===== config.mk =====
export PLATFORM = sky130hd
export DESIGN_NAME = i2c_bit_sequencer
export DESIGN_NICKNAME = d
export VERILOG_FILES = /design/src/rtl/i2cb_pkg.sv /design/src/rtl/i2cb_sync.sv /design/src/rtl/i2cb_tick.sv /design/src/rtl/i2cb_busmon.sv /design/src/rtl/i2c_bit_sequencer.sv
export SDC_FILE = /design/constraint.sdc
export NUM_CORES = 1
export LEC_CHECK = 0
export CORE_ASPECT_RATIO = 1.25
export CORE_MARGIN = 1
export CORE_UTILIZATION = 29
export DETAILED_ROUTE_END_ITERATION = 16
export PLACE_DENSITY_LB_ADDON = 0.05
export SLEW_MARGIN = 25
export SYNTH_ARGS = -nofsm -noshare
export SYNTH_HDL_FRONTEND = slang
export SYNTH_SLANG_ARGS = --single-unit

===== constraint.sdc =====
create_clock -name clk -period 2 [get_ports clk]
set_input_delay 0.4 -clock clk [delete_from_list [all_inputs] [get_ports clk]]
set_output_delay 0.4 -clock clk [all_outputs]
set_load 0.005 [all_outputs]

===== src/rtl/i2cb_pkg.sv =====
package i2cb_pkg;
  typedef enum logic [1:0] {
    OP_START = 2'd0,
    OP_STOP  = 2'd1,
    OP_WRITE = 2'd2,
    OP_READ  = 2'd3
  } op_e;

  localparam int PH_W = 3;
  localparam logic [PH_W-1:0] SAMPLE_PH = 3'd2;
  localparam logic [PH_W-1:0] LAST_PH   = 3'd4;

  // SCL pull for phases 1..4 (phase 0 keeps the previous level)
  function automatic logic scl_pull_at(op_e op, logic [PH_W-1:0] ph);
    return (ph == LAST_PH) && (op != OP_STOP);
  endfunction

  function automatic logic sda_pull_at(op_e op, logic wbit, logic [PH_W-1:0] ph);
    case (op)
      OP_START: return ph >= 3'd3;
      OP_STOP:  return ph <= 3'd2;
      OP_WRITE: return !wbit;
      default:  return 1'b0;
    endcase
  endfunction
endpackage


===== src/rtl/i2cb_sync.sv =====
module i2cb_sync #(
  parameter int N      = 2,
  parameter int STAGES = 2
) (
  input  logic         clk,
  input  logic         rst_n,
  input  logic [N-1:0] d,
  output logic [N-1:0] q
);
  genvar g;
  generate
    for (g = 0; g < N; g++) begin : g_line
      logic [STAGES-1:0] sh;
      always_ff @(posedge clk or negedge rst_n) begin
        if (!rst_n) sh <= '1;
        else        sh <= {sh[STAGES-2:0], d[g]};
      end
      assign q[g] = sh[STAGES-1];
    end
  endgenerate
endmodule


===== src/rtl/i2cb_tick.sv =====
module i2cb_tick #(
  parameter int W = 16
) (
  input  logic         clk,
  input  logic         rst_n,
  input  logic         load,
  input  logic [W-1:0] load_val,
  input  logic [W-1:0] reload_val,
  input  logic         hold,
  output logic         tick
);
  logic [W-1:0] cnt;

  assign tick = (cnt == '0) && !hold;

  always_ff @(posedge clk or negedge rst_n) begin
    if (!rst_n)           cnt <= '0;
    else if (load)        cnt <= load_val;
    else if (hold)        cnt <= cnt;
    else if (cnt == '0)   cnt <= reload_val;
    else                  cnt <= cnt - 1'b1;
  end

  assert_cnt_frozen_R9: assert property (@(posedge clk) disable iff (!rst_n)
    (hold && !load) |=> $stable(cnt));
endmodule


===== src/rtl/i2cb_busmon.sv =====
module i2cb_busmon (
  input  logic clk,
  input  logic rst_n,
  input  logic enable,
  input  logic scl_s,
  input  logic sda_s,
  output logic busy
);
  logic sda_d;
  logic start_seen, stop_seen;

  assign start_seen = scl_s && sda_d && !sda_s;
  assign stop_seen  = scl_s && !sda_d && sda_s;

  always_ff @(posedge clk or negedge rst_n) begin
    if (!rst_n) begin
      sda_d <= 1'b1;
      busy  <= 1'b0;
    end else begin
      sda_d <= sda_s;
      if (!enable)         busy <= 1'b0;
      else if (start_seen) busy <= 1'b1;
      else if (stop_seen)  busy <= 1'b0;
    end
  end

  assert_busy_rise_scl_high_R4: assert property (@(posedge clk) disable iff (!rst_n)
    $rose(busy) |-> $past(scl_s));
  assert_busy_fall_R5: assert property (@(posedge clk) disable iff (!rst_n)
    ($fell(busy) && $past(enable)) |-> $past(sda_s));
endmodule


===== src/rtl/i2c_bit_sequencer.sv =====
module i2c_bit_sequencer
  import i2cb_pkg::*;
#(
  parameter int PRE_W       = 16,
  parameter int SYNC_STAGES = 2
) (
  input  logic                     clk,
  input  logic                     rst_n,
  input  logic                     enable,
  input  logic [PRE_W/2-1:0]       presc_lo,
  input  logic [PRE_W-PRE_W/2-1:0] presc_hi,
  input  logic                     cmd_valid,
  output logic                     cmd_ready,
  input  logic [1:0]               cmd_op,
  input  logic                     cmd_wbit,
  output logic                     done,
  output logic                     arb_lost,
  output logic                     rx_bit,
  output logic                     bus_busy,
  input  logic                     scl_i,
  output logic                     scl_oe,
  input  logic                     sda_i,
  output logic                     sda_oe
);
  logic [1:0]       sync_q;
  logic             scl_s, sda_s;
  logic             active;
  op_e              op_q;
  op_e              cmd_op_e;
  logic             wbit_q;
  logic [PH_W-1:0]  ph, ph_nx;
  logic [PRE_W-1:0] presc_q;
  logic             accept, hold, tick, at_sample, at_last, arb_hit;

  i2cb_sync #(.N(2), .STAGES(SYNC_STAGES)) u_sync (
    .clk(clk), .rst_n(rst_n), .d({scl_i, sda_i}), .q(sync_q)
  );
  assign scl_s = sync_q[1];
  assign sda_s = sync_q[0];

  i2cb_busmon u_mon (
    .clk(clk), .rst_n(rst_n), .enable(enable),
    .scl_s(scl_s), .sda_s(sda_s), .busy(bus_busy)
  );

  assign cmd_op_e  = op_e'(cmd_op);
  assign cmd_ready = enable && !active;
  assign accept    = cmd_valid && cmd_ready;
  // released SCL not yet seen high: stall phase timing (stretching)
  assign hold      = active && !scl_oe && !scl_s;

  i2cb_tick #(.W(PRE_W)) u_tick (
    .clk(clk), .rst_n(rst_n), .load(accept),
    .load_val({presc_hi, presc_lo}), .reload_val(presc_q),
    .hold(hold), .tick(tick)
  );

  assign ph_nx     = ph + 3'd1;
  assign at_sample = tick && (ph == SAMPLE_PH);
  assign at_last   = tick && (ph == LAST_PH);
  assign arb_hit   = active && !sda_s &&
                     ((at_sample && ((op_q == OP_START) || (op_q == OP_WRITE && wbit_q))) ||
                      (at_last && (op_q == OP_STOP)));

  always_ff @(posedge clk or negedge rst_n) begin
    if (!rst_n) begin
      active   <= 1'b0;
      op_q     <= OP_START;
      wbit_q   <= 1'b0;
      ph       <= '0;
      presc_q  <= '0;
      scl_oe   <= 1'b0;
      sda_oe   <= 1'b0;
      done     <= 1'b0;
      arb_lost <= 1'b0;
      rx_bit   <= 1'b0;
    end else if (!enable) begin
      active   <= 1'b0;
      ph       <= '0;
      scl_oe   <= 1'b0;
      sda_oe   <= 1'b0;
      done     <= 1'b0;
      arb_lost <= 1'b0;
    end else begin
      done     <= 1'b0;
      arb_lost <= 1'b0;
      if (accept) begin
        active  <= 1'b1;
        op_q    <= cmd_op_e;
        wbit_q  <= cmd_wbit;
        presc_q <= {presc_hi, presc_lo};
        ph      <= '0;
        sda_oe  <= sda_pull_at(cmd_op_e, cmd_wbit, 3'd0);
      end else if (active && tick) begin
        if (arb_hit) begin
          active   <= 1'b0;
          ph       <= '0;
          scl_oe   <= 1'b0;
          sda_oe   <= 1'b0;
          arb_lost <= 1'b1;
        end else if (ph == LAST_PH) begin
          active <= 1'b0;
          ph     <= '0;
          done   <= 1'b1;
        end else begin
          ph     <= ph_nx;
          scl_oe <= scl_pull_at(op_q, ph_nx);
          sda_oe <= sda_pull_at(op_q, wbit_q, ph_nx);
          if (op_q == OP_READ && ph == SAMPLE_PH) rx_bit <= sda_s;
        end
      end
    end
  end

  assert_disabled_release_R1: assert property (@(posedge clk) disable iff (!rst_n)
    !enable |=> (!scl_oe && !sda_oe));
  assert_ready_drops_R2: assert property (@(posedge clk) disable iff (!rst_n)
    (cmd_valid && cmd_ready) |=> !cmd_ready);
  assert_done_single_R2: assert property (@(posedge clk) disable iff (!rst_n)
    done |=> !done);
  assert_sda_steady_R6: assert property (@(posedge clk) disable iff (!rst_n)
    (active && (op_q == OP_WRITE || op_q == OP_READ) && ph != 3'd0) |-> $stable(sda_oe));
  assert_arb_release_R8: assert property (@(posedge clk) disable iff (!rst_n)
    arb_lost |-> (!scl_oe && !sda_oe && !done));
  assert_phase_frozen_R9: assert property (@(posedge clk) disable iff (!rst_n)
    (active && hold && enable) |=> $stable(ph));
endmodule


==> results_dict.tcl <==
set metrics [dict create \
    fin_ws_ps 71.8 \
    netlist.area_leader.share_pct 41.9 \
    netlist_area_um2 2690 \
    cts.path.max_buffers 2 \
    cts_tree "yes" \
    seq_power_share_pct 43.8 \
    cts.clk_slew.worst_paths_ps 100 \
    fillers 924 \
    rsz0062_at_grt "yes" \
    grt_overflow 0 \
    hold_viol 0 \
    synth.distinct_cells 47 \
    final_common_cell "nand2_1" \
    arrival_ps 2120 \
    syn-num-nets 335 \
    cts_root_buffer "clkbuf_8" \
    syn_inst 301 \
    worstReg2RegEnd "rx_bit" \
    worstMarginPinSlew_ps 407 \
    crit_fanout 5 \
    antenna_found_initial 0 \
    p_total_mw 3.09 \
    yosysWarnings 0 \
    cts_num_sinks 50 \
    clk_latency_ps 310 \
    portBuffers 31 \
    sw_frac_of_total_pct 33.8 \
    period_share_pct 96.4 \
    maxSlewViolCount 0 \
    avgSynthCellArea_um2 8.92 \
    remaining_drc_errors 0 \
    wl_mm 7.48 \
    firstDrtPassIters 4 \
    drt_iter0_markers 84 \
    final_net_count 400 \
    multi_input_area_um2 1410 \
    max_clock_freq_mhz 519 \
    die_y_um 110 \
    cts_hold_buf 0 \
    vias_per_cell 4.84 \
    worstPathRequired_ps 2190 \
    clock_power_share_pct 20.4 \
    vias 2356 \
    numCtsBuffers 5 \
    drive_above_1_share_pct 19.3 \
    switchingPower_mw 1.04 \
    area_growth_pct 32.7 \
    ff2ff_setup_slack_ps 70 \
    core_um2 8840 \
    p_int_mw 2.04 \
    crit_type "reg -> reg" \
    route.antenna.remaining_nets 0 \
    die_area_um2 9650 \
    wl_per_cell_um 15.4 \
    cts_setup_buffers 0 \
    ios 32 \
    leakage_nw 1.55 \
    crit_path_start_kind "flop" \
    synthArstFlopShare_pct 100 \
    ff2ff_path_depth 7 \
    fin_crit_ps 1930 \
    dpl.hpwl_mm 5.38 \
    outcome "finished, final reports clean" \
    ys_seq_area_share_pct 46.8 \
    grt_use_total_pct 16.8 \
    synth-seq-cells 50 \
    cts.htree.levels 2 \
    hp-class "in -> async" \
    die_w_um 88.1 \
    first_global_vias 2435 \
    area.sequential_um2 1260 \
    maxCapViolations 0 \
    synthFlopType "dfrtp_1" \
    layout_common_cells "nand2_1, dfrtp_1, buf_4" \
    slew_headroom_pct 72.6 \
    grt_first_pass_wirelength_mm 12.2 \
    place_ws_ps -49.5 \
    combPwrFrac_pct 35.7 \
    critPathCaptureType "flop" \
    grt_max_degree 51 \
    rr_startpoint "u_tick.cnt[0]" \
    power_density_nw_per_um2 866 \
    finalSetupViolations 0 \
    synth_top_cells_by_area "dfrtp_1, nand2_1, dfstp_2, o21ai_0, ha_1" \
    rows 38 \
    synth_area_leader_cell "dfrtp_1" \
    finalClockSkew_ps 9.69 \
    synth_edf_count 0 \
    gp_congestion 0.816 \
    ir_drop_mv 0.349 \
    diodes 0 \
    initial_core_util_pct 30.4 \
]
[per-stage QoR]
stage | TNS (ps) | utilization (%) | area, µm² | instances | hold slack [ps]
6_report | 0 | 40.3 | 3560 | 487 | 70.5
5_1_grt | -299 | 40.3 | 3560 | 487 | 88.5
4_1_cts | 0 | 39.4 | 3490 | 486 | 81.5
3_5_place_dp | -74.9 | 38.4 | 3390 | 478 | 349
3_3_place_gp | -32.7 | 38.4 | 3390 | 478 | 347
2_1_floorplan | -27.2 | - | 2690 | 301 | 104
[cells in the mapped netlist (all sizes together), types with 4 or more instances]
master	instances
nand2	75
dfrtp	45
o21ai	23
a21oi	15
nor2	14
nand3	13
clkbuf	10
inv	10
ha	9
or3	7
xnor2	7
nor3	6
nor4	6
dfstp	5
o22ai	4
[power by group through the flow]
stage	Clock, mW	Combinational, mW	Sequential (mW)
final	0.631	1.10	1.35
after global routing	0.689	1.23	1.38
after floorplan	0	0.545	1.37
after detailed placement	0	1.06	1.36
after CTS	0.647	1.06	1.34
after global placement	0	1.05	1.36
[how the worst max path moves through the flow]
| stage | startpoint | end | slack (ps) | cells after the start |
|---|---|---|---|---|
| floorplan | u_tick.cnt[0] | rx_bit | -30 | 8 |
| global placement | enable | u_tick.cnt[13] | -20 | 6 |
| finish | u_tick.cnt[0] | rx_bit | 70 | 7 |
| CTS | enable | cmd_ready | 10 | 3 |
| detailed placement | cmd_op[0] | sda_oe | -50 | 7 |
| global route | u_tick.cnt[0] | u_tick.cnt[6] | -60 | 8 |
[kinds of logic after synthesis]
family                   count (synthesis)  share of synthesized area (%)
flip-flops                              50                           46.8
multiplexers                             1                          0.419
buffers and inverters                   22                           3.63
XOR/XNOR                                10                           3.26
AO/OA/AOI/OAI                           64                           14.7
adder cells (fa/ha/maj)                  9                           4.19
AND/OR/NAND/NOR                        145                           27.0
[critical path: stages (launching register included)]
cell	delay, ps
dfrtp_1	390
inv_1	110
ha_4	140
nor4b_4	220
nand4_2	180
or2_4	300
nor4_4	150
mux2_4	320
[layout make-up]
class	instances	share of cell area, %
Tap cell	120	4.21
Inverter	10	1.05
Timing Repair Buffer	69	17.3
Clock inverter	1	0.140
Clock buffer	7	2.42
Sequential cell	50	35.3
Multi-Input combinational cell	230	39.6
[sequential cells by signal (all words and copies together), names as in the netlist]
register          cells
sda_oe                1
active                1
op_q                  2
u_mon.sda_d           1
u_tick.cnt           16
scl_oe                1
ph                    3
u_mon.busy            1
wbit_q                1
arb_lost              1
rx_bit                1
done                  1
presc_q              16
u_sync.g_line.sh      4
[metal layers]
metal / share of wire, % / global-route usage [%] / vias to the layer above
li1: - / - / 1175
met1: 43 / 19.6 / 1123
met2: 52 / 30.8 / 47
met3: 2.5 / 2.33 / 11
met4: 2.3 / 6.68 / 0
met5: 0 / 0 / -
[repair_timing]
action | CTS | global route
pin swaps | 0 | 5
setup endpoints to repair | 2 | 15
gates cloned | 0 | 1
resized for setup | 1 | 16
Power figures use the tool's default switching activity.
